`src/rtl/cfg_loader_pkg.sv`:
```
package cfg_loader_pkg;

  typedef enum logic [1:0] {
    SPAN_SETTLE,
    SPAN_HOLD,
    SPAN_INIT,
    SPAN_DONE
  } span_sel_e;

  typedef enum logic [3:0] {
    ST_IDLE,
    ST_POWER,
    ST_PROG,
    ST_INITW,
    ST_LOAD,
    ST_BLOW,
    ST_BHIGH,
    ST_DLOW,
    ST_DHIGH
  } seq_state_e;

  // strobes and pin levels from control to datapath
  typedef struct packed {
    logic      spanClr;
    logic      spanInc;
    span_sel_e spanSel;
    logic      divClr;
    logic      lenLoad;
    logic      byteTake;
    logic      bitShift;
    logic      pwrSet;
    logic      pinProgLow;
    logic      pinClkHigh;
    logic      pinDataEn;
  } dp_ctrl_t;

  // conditions reported by the datapath
  typedef struct packed {
    logic tick;
    logic spanFull;
    logic lastBit;
    logic lastByte;
    logic lenZero;
  } dp_stat_t;

endpackage

```
`src/rtl/cfg_seq_dp.sv`:
```
module cfg_seq_dp
  import cfg_loader_pkg::*;
#(
  parameter int CLK_DIV     = 6,
  parameter int SETTLE_CYC  = 1200000,
  parameter int HOLD_CYC    = 1200000,
  parameter int INIT_POLLS  = 100000,
  parameter int DONE_PULSES = 100000,
  parameter int LEN_W       = 24
) (
  input  logic             clk,
  input  logic             rstN,
  input  dp_ctrl_t         ctl,
  input  logic [LEN_W-1:0] imgLen,
  input  logic [7:0]       byteData,
  output dp_stat_t         stat,
  output logic             cfgProgN,
  output logic             cfgClk,
  output logic             cfgData,
  output logic             pwrEn
);

  localparam int MAX_A  = (SETTLE_CYC > HOLD_CYC) ? SETTLE_CYC : HOLD_CYC;
  localparam int MAX_B  = (INIT_POLLS > DONE_PULSES) ? INIT_POLLS : DONE_PULSES;
  localparam int SPAN_MAX = (MAX_A > MAX_B) ? MAX_A : MAX_B;
  localparam int SPAN_W = $clog2(SPAN_MAX + 1);
  localparam int DIV_W  = (CLK_DIV > 1) ? $clog2(CLK_DIV) : 1;

  logic [DIV_W-1:0]  divCnt;
  logic [SPAN_W-1:0] spanCnt;
  logic [SPAN_W-1:0] spanLim;
  logic [LEN_W-1:0]  lenReg;
  logic [LEN_W-1:0]  byteCnt;
  logic [7:0]        shiftReg;
  logic [2:0]        bitCnt;
  logic              pwrReg;
  logic              tick;

  assign tick = (divCnt == DIV_W'(CLK_DIV - 1));

  // phase divider: restarts on request and at every tick
  always_ff @(posedge clk or negedge rstN) begin
    if (!rstN)                divCnt <= '0;
    else if (ctl.divClr || tick) divCnt <= '0;
    else                      divCnt <= divCnt + 1'b1;
  end

  // shared span counter for settle, hold, init polls and done pulses
  always_comb begin
    unique case (ctl.spanSel)
      SPAN_SETTLE: spanLim = SPAN_W'(SETTLE_CYC);
      SPAN_HOLD:   spanLim = SPAN_W'(HOLD_CYC);
      SPAN_INIT:   spanLim = SPAN_W'(INIT_POLLS - 1);
      default:     spanLim = SPAN_W'(DONE_PULSES);
    endcase
  end

  always_ff @(posedge clk or negedge rstN) begin
    if (!rstN)            spanCnt <= '0;
    else if (ctl.spanClr) spanCnt <= '0;
    else if (ctl.spanInc) spanCnt <= spanCnt + 1'b1;
  end

  // length and byte accounting
  always_ff @(posedge clk or negedge rstN) begin
    if (!rstN) begin
      lenReg  <= '0;
      byteCnt <= '0;
    end else if (ctl.lenLoad) begin
      lenReg  <= imgLen;
      byteCnt <= '0;
    end else if (ctl.byteTake) begin
      byteCnt <= byteCnt + 1'b1;
    end
  end

  // byte shifter, MSB leaves first
  always_ff @(posedge clk or negedge rstN) begin
    if (!rstN) begin
      shiftReg <= '0;
      bitCnt   <= '0;
    end else if (ctl.byteTake) begin
      shiftReg <= byteData;
      bitCnt   <= '0;
    end else if (ctl.bitShift) begin
      shiftReg <= {shiftReg[6:0], 1'b0};
      bitCnt   <= bitCnt + 1'b1;
    end
  end

  always_ff @(posedge clk or negedge rstN) begin
    if (!rstN)           pwrReg <= 1'b0;
    else if (ctl.pwrSet) pwrReg <= 1'b1;
  end

  assign stat.tick     = tick;
  assign stat.spanFull = (spanCnt == spanLim);
  assign stat.lastBit  = (bitCnt == 3'd7);
  assign stat.lastByte = (byteCnt == lenReg);
  assign stat.lenZero  = (lenReg == '0);

  assign cfgProgN = ~ctl.pinProgLow;
  assign cfgClk   = ctl.pinClkHigh;
  assign cfgData  = ctl.pinDataEn & shiftReg[7];
  assign pwrEn    = pwrReg;

endmodule

```
`src/rtl/cfg_seq_ctrl.sv`:
```
module cfg_seq_ctrl
  import cfg_loader_pkg::*;
(
  input  logic     clk,
  input  logic     rstN,
  input  logic     start,
  input  logic     byteVld,
  input  logic     byteErr,
  input  logic     initIn,
  input  logic     doneIn,
  input  dp_stat_t stat,
  output dp_ctrl_t ctl,
  output logic     busy,
  output logic     byteRdy,
  output logic     cfgOk,
  output logic     timeoutErr,
  output logic     streamAbort
);

  seq_state_e state, nxt;
  logic endOk, endTo, endAb;

  always_comb begin
    nxt   = state;
    ctl   = '0;
    ctl.spanSel = SPAN_SETTLE;
    endOk = 1'b0;
    endTo = 1'b0;
    endAb = 1'b0;
    ctl.pinProgLow = (state == ST_PROG);
    ctl.pinClkHigh = (state == ST_BHIGH) || (state == ST_DHIGH);
    ctl.pinDataEn  = (state == ST_BLOW) || (state == ST_BHIGH);
    unique case (state)
      ST_IDLE: begin
        if (start) begin
          ctl.lenLoad = 1'b1;
          ctl.pwrSet  = 1'b1;
          ctl.spanClr = 1'b1;
          nxt = ST_POWER;
        end
      end
      ST_POWER: begin
        ctl.spanSel = SPAN_SETTLE;
        if (stat.spanFull) begin
          ctl.spanClr = 1'b1;
          nxt = ST_PROG;
        end else begin
          ctl.spanInc = 1'b1;
        end
      end
      ST_PROG: begin
        ctl.spanSel = SPAN_HOLD;
        if (stat.spanFull) begin
          ctl.spanClr = 1'b1;
          ctl.divClr  = 1'b1;
          nxt = ST_INITW;
        end else begin
          ctl.spanInc = 1'b1;
        end
      end
      ST_INITW: begin
        ctl.spanSel = SPAN_INIT;
        if (stat.tick) begin
          if (initIn) begin
            ctl.spanClr = 1'b1;
            ctl.divClr  = 1'b1;
            nxt = stat.lenZero ? ST_DLOW : ST_LOAD;
          end else if (stat.spanFull) begin
            endTo = 1'b1;
            nxt = ST_IDLE;
          end else begin
            ctl.spanInc = 1'b1;
          end
        end
      end
      ST_LOAD: begin
        if (byteVld) begin
          if (byteErr) begin
            endAb = 1'b1;
            nxt = ST_IDLE;
          end else begin
            ctl.byteTake = 1'b1;
            ctl.divClr   = 1'b1;
            nxt = ST_BLOW;
          end
        end
      end
      ST_BLOW: begin
        if (stat.tick) nxt = ST_BHIGH;
      end
      ST_BHIGH: begin
        if (stat.tick) begin
          if (!stat.lastBit) begin
            ctl.bitShift = 1'b1;
            nxt = ST_BLOW;
          end else if (stat.lastByte) begin
            ctl.spanClr = 1'b1;
            nxt = ST_DLOW;
          end else begin
            nxt = ST_LOAD;
          end
        end
      end
      ST_DLOW: begin
        ctl.spanSel = SPAN_DONE;
        if (stat.tick) begin
          if (doneIn) begin
            endOk = 1'b1;
            nxt = ST_IDLE;
          end else if (stat.spanFull) begin
            endTo = 1'b1;
            nxt = ST_IDLE;
          end else begin
            nxt = ST_DHIGH;
          end
        end
      end
      ST_DHIGH: begin
        ctl.spanSel = SPAN_DONE;
        if (stat.tick) begin
          ctl.spanInc = 1'b1;
          nxt = ST_DLOW;
        end
      end
      default: nxt = ST_IDLE;
    endcase
  end

  always_ff @(posedge clk or negedge rstN) begin
    if (!rstN) begin
      state       <= ST_IDLE;
      cfgOk       <= 1'b0;
      timeoutErr  <= 1'b0;
      streamAbort <= 1'b0;
    end else begin
      state       <= nxt;
      cfgOk       <= endOk;
      timeoutErr  <= endTo;
      streamAbort <= endAb;
    end
  end

  assign busy    = (state != ST_IDLE);
  assign byteRdy = (state == ST_LOAD);

endmodule

```
`src/rtl/cfg_serial_loader.sv`:
```
module cfg_serial_loader
  import cfg_loader_pkg::*;
#(
  parameter int CLK_DIV     = 6,
  parameter int SETTLE_CYC  = 1200000,
  parameter int HOLD_CYC    = 1200000,
  parameter int INIT_POLLS  = 100000,
  parameter int DONE_PULSES = 100000,
  parameter int LEN_W       = 24
) (
  input  logic             clk,
  input  logic             rstN,
  input  logic             start,
  input  logic [LEN_W-1:0] imgLen,
  input  logic             byteVld,
  input  logic [7:0]       byteData,
  input  logic             byteErr,
  output logic             byteRdy,
  input  logic             initIn,
  input  logic             doneIn,
  output logic             cfgProgN,
  output logic             cfgClk,
  output logic             cfgData,
  output logic             pwrEn,
  output logic             busy,
  output logic             cfgOk,
  output logic             timeoutErr,
  output logic             streamAbort
);

  dp_ctrl_t ctl;
  dp_stat_t stat;

  cfg_seq_ctrl u_ctrl (
    .clk        (clk),
    .rstN       (rstN),
    .start      (start),
    .byteVld    (byteVld),
    .byteErr    (byteErr),
    .initIn     (initIn),
    .doneIn     (doneIn),
    .stat       (stat),
    .ctl        (ctl),
    .busy       (busy),
    .byteRdy    (byteRdy),
    .cfgOk      (cfgOk),
    .timeoutErr (timeoutErr),
    .streamAbort(streamAbort)
  );

  cfg_seq_dp #(
    .CLK_DIV    (CLK_DIV),
    .SETTLE_CYC (SETTLE_CYC),
    .HOLD_CYC   (HOLD_CYC),
    .INIT_POLLS (INIT_POLLS),
    .DONE_PULSES(DONE_PULSES),
    .LEN_W      (LEN_W)
  ) u_dp (
    .clk     (clk),
    .rstN    (rstN),
    .ctl     (ctl),
    .imgLen  (imgLen),
    .byteData(byteData),
    .stat    (stat),
    .cfgProgN(cfgProgN),
    .cfgClk  (cfgClk),
    .cfgData (cfgData),
    .pwrEn   (pwrEn)
  );

endmodule

```
`config.mk`:
```
export PLATFORM = sky130hd
export DESIGN_NAME = cfg_serial_loader
export DESIGN_NICKNAME = d
export VERILOG_FILES = /design/src/rtl/cfg_loader_pkg.sv /design/src/rtl/cfg_seq_dp.sv /design/src/rtl/cfg_seq_ctrl.sv /design/src/rtl/cfg_serial_loader.sv
export SDC_FILE = /design/constraint.sdc
export NUM_CORES = 1
export LEC_CHECK = 0
export CAP_MARGIN = 20
export CORE_ASPECT_RATIO = 0.7
export CORE_UTILIZATION = 53
export CTS_BUF_LIST = sky130_fd_sc_hd__clkbuf_8
export DETAILED_ROUTE_END_ITERATION = 6
export MAX_ROUTING_LAYER = met4
export PLACE_DENSITY = 0.75
export REMOVE_ABC_BUFFERS = 1
export SLEW_MARGIN = 20
export SYNTH_ARGS = -nofsm -noshare
export SYNTH_HDL_FRONTEND = slang
export SYNTH_SLANG_ARGS = --single-unit
```
`constraint.sdc`:
```
create_clock -name clk -period 4.61 [get_ports clk]
set_clock_uncertainty 0.2 [all_clocks]
set_input_delay 1.383 -clock clk [delete_from_list [all_inputs] [get_ports clk]]
set_output_delay 1.383 -clock clk [all_outputs]
set_load 0.05 [all_outputs]
```
==> results of run 1 <==
sequential cells by signal, summed over array words and instances (netlist names):
register	count
u_dp.bitCnt	3
u_ctrl.timeoutErr	1
u_dp.lenReg	24
u_ctrl.streamAbort	1
u_dp.byteCnt	24
u_dp.divCnt	3
u_ctrl.state	4
u_ctrl.cfgOk	1
u_dp.spanCnt	21
u_dp.pwrEn	1
u_dp.shiftReg	8
power by group through the flow:
stage	sequential [mW]	clock (mW)	combinational, mW
floorplan	1.25	0	0.772
global placement	1.31	0	1.01
detailed placement	1.32	0	1.04
CTS	1.30	0.639	1.05
global route	1.34	0.677	1.16
finish	1.31	0.627	1.05
cell usage in the layout (no fill, tap or decap), types with 3 or more instances in the layout:
cell             instances
nor4b_1                  3
mux2_2                  24
xnor2_1                 38
o21ai_0                 35
or4_1                    4
xor2_1                  12
nor2_1                  65
a21oi_1                 27
nor2b_1                  3
ha_1                     6
nand4_1                 16
nand2_1                 36
nor3_1                   5
clkdlybuf4s50_1         46
inv_1                   13
dfrtp_1                 91
and4_1                   3
nand3_1                 17
and3_1                  11
nor4_1                   9
o22ai_1                  4
clkbuf_8                11
or3_1                   17
nand2b_1                 3
buf_4                    6
mux2i_1                 12
cell families (layout without fill, tap and decap cells):
family,Yosys count,in the layout,synth area share [%]
and+or+nand+nor,203,203,21.4
AOI/OAI and AO/OA,86,86,10.2
xor gates and xnor gates,51,51,9.28
adders and majority gates,6,6,1.53
muxes,36,36,7.98
DFF,91,91,46.5
buffers and inverters,35,81,3.12
metrics by stage:
| step | hold WS, ns | std cells | power [mW] | utilization, % | cell area (um2) |
|---|---|---|---|---|---|
| final | 0.271 | 674 | 2.98 | 65.4 | 5680 |
| after floorplan | 0.239 | 486 | 2.02 | - | 4790 |
| after CTS | 0.274 | 674 | 2.99 | 65.4 | 5680 |
| after global routing | 0.280 | 674 | 3.17 | 65.4 | 5680 |
| after global placement | 0.251 | 658 | 2.32 | 62.7 | 5450 |
| after detailed placement | 0.252 | 658 | 2.36 | 62.7 | 5450 |
final timing paths:
check,from,to,slack (ns),depth (start not counted)
max in group asynchronous,rstN,u_dp.byteCnt[6],2.70,2
max reg2reg,u_ctrl.state[3],u_dp.spanCnt[0],1.41,7
min reg2reg,u_dp.pwrEn,u_dp.pwrEn,0.27,1
max,u_ctrl.state[1],cfgProgN,0.57,3
min,u_dp.pwrEn,u_dp.pwrEn,0.27,1
min in group asynchronous,rstN,u_dp.spanCnt[9],0.71,1
metal layers:
layer	track usage (%)	vias up	part of all wire [%]
li1	-	1878	-
met1	37.4	1884	49
met2	37.5	115	44
met3	4.60	10	6.2
met4	6.08	0	1.0
met5	-	-	0
area by class of cell:
class	instances	area (um2)
Fill cell	738	3010
Multi-Input combinational cell	382	2470
Sequential cell	91	2280
Timing Repair Buffer	52	505
Clock buffer	11	151
Tap cell	120	150
Clock inverter	5	83.8
Inverter	13	48.8
cells in the mapped netlist (2+ instances only):
master and instances:
dfrtp_1 91, nor2_1 65, xnor2_1 38, nand2_1 36
o21ai_0 35, a21oi_1 27, mux2_2 24, nand3_1 17
or3_1 17, nand4_1 16, inv_1 13, and3_1 12
mux2i_1 12, xor2_1 12, clkbuf_1 9, nor4_1 9
buf_2 8, ha_1 6, nor3_1 5, o22ai_1 4
or4_1 4, and4_1 3, buf_1 3, nand2b_1 3
nor2b_1 3, nor4b_1 3, a22o_1 2, a311oi_1 2
and2_1 2, nand4b_1 2, o21ai_1 2, o21bai_1 2
or2_2 2
worst register-to-register path, cell delays in order (launching register included):
cell	delay, ns
dfrtp_1	0.70
and4b_1	0.31
or3_1	0.38
o21ai_2	0.18
o2111ai_1	0.15
a21boi_0	0.23
a311o_1	0.74
o21ai_1	0.16
==> metrics.cfg, run 1 <==
[floorplanning]
num_rows = 28
start_util_pct = 56.3
io-pin-count = 48
die-area_um2 = 9630
placeableCoreArea_um2 = 8690
die_y_um = 82.4
die_width_um = 117

[sta]
period_share_pct = 87.5
max_freq_ghz = 0.248
worst_pin_slew_ns = 1.07
setup_viol = 0
fin_crit_ns = 4.04
finalHoldViolations = 0
drv_slew = 0
slew_headroom_pct = 28.4
tns_ns = 0
rsz0062_at_grt = false
fin_ws_ns = 0.574

[synthesis]
synth_edf_count = 0
synth_seq_cells = 91
synth_warnings = 0
ys_types = 52
netlist_area_um2 = 4890
synth_area_leaders = dfrtp_1 47%, xnor2_1 6.8%, mux2_2 5.5%
synth_flop_cell = dfrtp_1
synth_area_leader_cell = dfrtp_1
syn_area_per_cell_um2 = 9.64
synth_top_area_share_pct = 46.5
async_flop_share_pct = 100
seq_area_frac_synth_pct = 46.5
netlist_instances = 508

[power_and_ir_drop]
p_int_mw = 1.85
vdd_drop_max_uv = 290
p_seq_share_pct = 43.8
powerDensity_nw_per_um2 = 525
p_sw_mw = 1.13
cellLeakagePower_nw = 2.30
pwr-share-clk_pct = 21.0
pwr-share-comb_pct = 35.1
switching_share_pct = 37.9

[detailed_routing]
drt_first_iter_violations = 272
wire_per_inst_um = 16.4
drtAntennaViolNets = 0
dr.pass1.iters = 5
num_vias = 3887
viasPerCell = 5.77
route.detailed.drc = 0
wirelength_um = 11000

[clock_tree]
ctsHoldBuffers = 0
htreeDepth = 3
cts_tree = done
clock-sinks = 91
cts_setup_buffers = 0
clockBufferDepth = 2
root_buffer = clkbuf_8
clk_latency_ns = 0.37
cts_buffers = 9
clkTransAtPathRegs_ns = 0.10
cts_resized = 0

[global_route]
antenna_found_initial = 0
grt-ovfl-total = 0
track_usage_pct = 25.8
grt_pass1_vias = 3660
grt_max_degree = 50
grt_pass1_wl_um = 18100

[place]
place_hpwl_um = 8060
port_buffers = 47
dp_slack_ns = 0.618
place_congestion = 0.867

[critical_path]
critPathMaxStageDelay_ns = 0.77
crit_path_cell_trace = nor4b_1 -> inv_1 -> clkdlybuf4s50_1
path_max_fanout = 21
cp-end-kind = primary output
worst-setup-path-type = register to primary output
crit_path_start_kind = register
arrival_ns = 2.45
path_buf_inv = 2
critPathSlowestCell = dfrtp_1
required_ns = 3.03
crit_family = buffers and inverters

[cells_and_area]
drive_gt1_share_pct = 9.93
fin_nets = 594
syn_to_final_growth_pct = 16.1
diodes = 0

[worst_hold_path]
min_path_type = register to register

[job]
cap_violations = 0

[status]
run_status = finished clean

(Power assumes the default switching activity.)
==> inputs of run 2 (changes only) <==
--- a/config.mk
+++ b/config.mk
@@ -17,3 +17,4 @@
 export SYNTH_ARGS = -nofsm -noshare
 export SYNTH_HDL_FRONTEND = slang
 export SYNTH_SLANG_ARGS = --single-unit
+export TNS_END_PERCENT = 100
==> results of run 2 <==
No change in the layout: final DEF, timing and power equal those of run 1.
==> inputs of run 3 (changes only) <==
--- a/config.mk
+++ b/config.mk
@@ -8,7 +8,6 @@
 export CAP_MARGIN = 20
 export CORE_ASPECT_RATIO = 0.7
 export CORE_UTILIZATION = 53
-export CTS_BUF_LIST = sky130_fd_sc_hd__clkbuf_8
 export DETAILED_ROUTE_END_ITERATION = 6
 export MAX_ROUTING_LAYER = met4
 export PLACE_DENSITY = 0.75
==> run 3 against run 2 <==
Effect of this change: design area up 1.8%; sequential share of layout area down 0.70 points; register-to-register slack worse by 0.02 ns; clock power up 31%; first-iteration DRC count up 11%; routed wire length up 1.3%; sequential cell count unchanged; utilization up 1.2 points; worst setup slack better by 0.038 ns; combinational power about the same; worst hold slack worse by 0.0060 ns; critical path type unchanged; critical endpoint unchanged.
==> metrics.cfg, run 3 (synthesis gave the netlist of run 1 again) <==
[sta]
holdWs_ns = 0.265
worst_pin_slew_ns = 1.07
tns_ns = 0
rsz0062_at_grt = false
fin_ws_ns = 0.612
finalHoldViolations = 0
max_freq_ghz = 0.250
fin_crit_ns = 4.00
drv_slew = 0
period_share_pct = 86.7
slew_headroom_pct = 28.4
setup_viol = 0

[critical_path]
cp-end-kind = primary output
crit_path_start_kind = register
path_max_fanout = 21
required_ns = 3.03
arrival_ns = 2.41
ff2ff_setup_slack_ns = 1.39
worst-r2r-cell-count = 7
r2r_start = u_ctrl.state[3]
worst-setup-path-type = register to primary output
worstReg2RegEnd = u_dp.spanCnt[0]

[floorplanning]
die_width_um = 117
io-pin-count = 48
placeableCoreArea_um2 = 8690
start_util_pct = 56.3
die-area_um2 = 9630
num_rows = 28
die_y_um = 82.4

[detailed_routing]
dr.pass1.iters = 5
met1_length_um = 5480
wire_per_inst_um = 16.6
wl_met3_um = 645
wirelength_um = 11200
drt_first_iter_violations = 302
drtAntennaViolNets = 0
routed.top_layer = met4
wl_met2_um = 4960
num_vias = 3928
viasPerCell = 5.83
route.detailed.drc = 0

[cells_and_area]
syn_to_final_growth_pct = 18.2
diodes = 0
top_regs = u_dp.byteCnt x24, u_dp.lenReg x24, u_dp.spanCnt x21
post-route-util_pct = 66.6
final_common_cell = dfrtp_1
fin_nets = 594
drive_gt1_share_pct = 9.93
fin_area_um2 = 5780
layout_common_cells = 91 x dfrtp_1, 65 x nor2_1, 46 x clkdlybuf4s50_1

[place]
port_buffers = 47
place_congestion = 0.867
place_area_um2 = 5450
place_hpwl_um = 8060
dp_slack_ns = 0.618

[global_route]
grt_max_degree = 50
grt-ovfl-total = 0
grt_pass1_vias = 3690
grt_pass1_wl_um = 18400
antenna_found_initial = 0
track_usage_pct = 26.3

[worst_hold_path]
hold_path_end = u_dp.pwrEn
hold_depth = 1
min_path_type = register to register
hold_start = u_dp.pwrEn

[job]
cap_violations = 0

[clock_tree]
htreeDepth = 3
root_buffer = clkbuf_16
clk_latency_ns = 0.35
ctsHoldBuffers = 0
clkTransAtPathRegs_ns = 0.07
clockBufferDepth = 2
cts_buffers = 9
cts_setup_buffers = 0
cts_resized = 0
cts_tree = done
clock-sinks = 91

[status]
run_status = finished clean

[power_and_ir_drop]
powerDensity_nw_per_um2 = 550
vdd_drop_max_uv = 265
cellLeakagePower_nw = 2.35

## run 3: worst max path at each step
| stage | start | to | slack [ns] | depth (start not counted) |
|---|---|---|---|---|
| floorplan | start | u_dp.spanCnt[0] | 1.10 | 3 |
| global placement | byteVld | u_dp.byteCnt[20] | 0.71 | 7 |
| detailed placement | byteVld | u_dp.byteCnt[20] | 0.62 | 7 |
| CTS | u_ctrl.state[1] | cfgProgN | 0.61 | 3 |
| global route | u_ctrl.state[1] | cfgProgN | 0.43 | 3 |
| finish | u_ctrl.state[1] | cfgProgN | 0.61 | 3 |
## run 3: final cells by class
cell class	instances	area [um2]
clock inverters	5	83.8
inverters	13	48.8
flip-flops and latches	91	2280
clock buffers	11	253
fillers	722	2900
repair buffers	52	505
multi-input cells	382	2470
well taps	120	150
## run 3: through the flow
stage	power, mW	cells
after floorplan	2.02	486
after global placement	2.32	658
after detailed placement	2.36	658
after CTS	3.19	674
after global routing	3.37	674
final	3.18	674
## run 3: critical path, stage by stage (launching register included)
cell             delay (ns)
dfrtp_1                0.75
nor4b_1                0.37
inv_1                  0.20
clkdlybuf4s50_1        0.74
## run 3: layer usage
metal | global-route usage, % | vias up
met3 | 5.26 | 17
met4 | 7.22 | 0
met2 | 38.3 | 108
met1 | 37.5 | 1925
met5 | - | -
li1 | - | 1878
## run 3: power by group
part / internal, mW / leakage [nW] / switching, mW
combinational: 0.494 / 1.01 / 0.552
clock: 0.506 / 0.158 / 0.318
sequential: 1.02 / 1.18 / 0.285
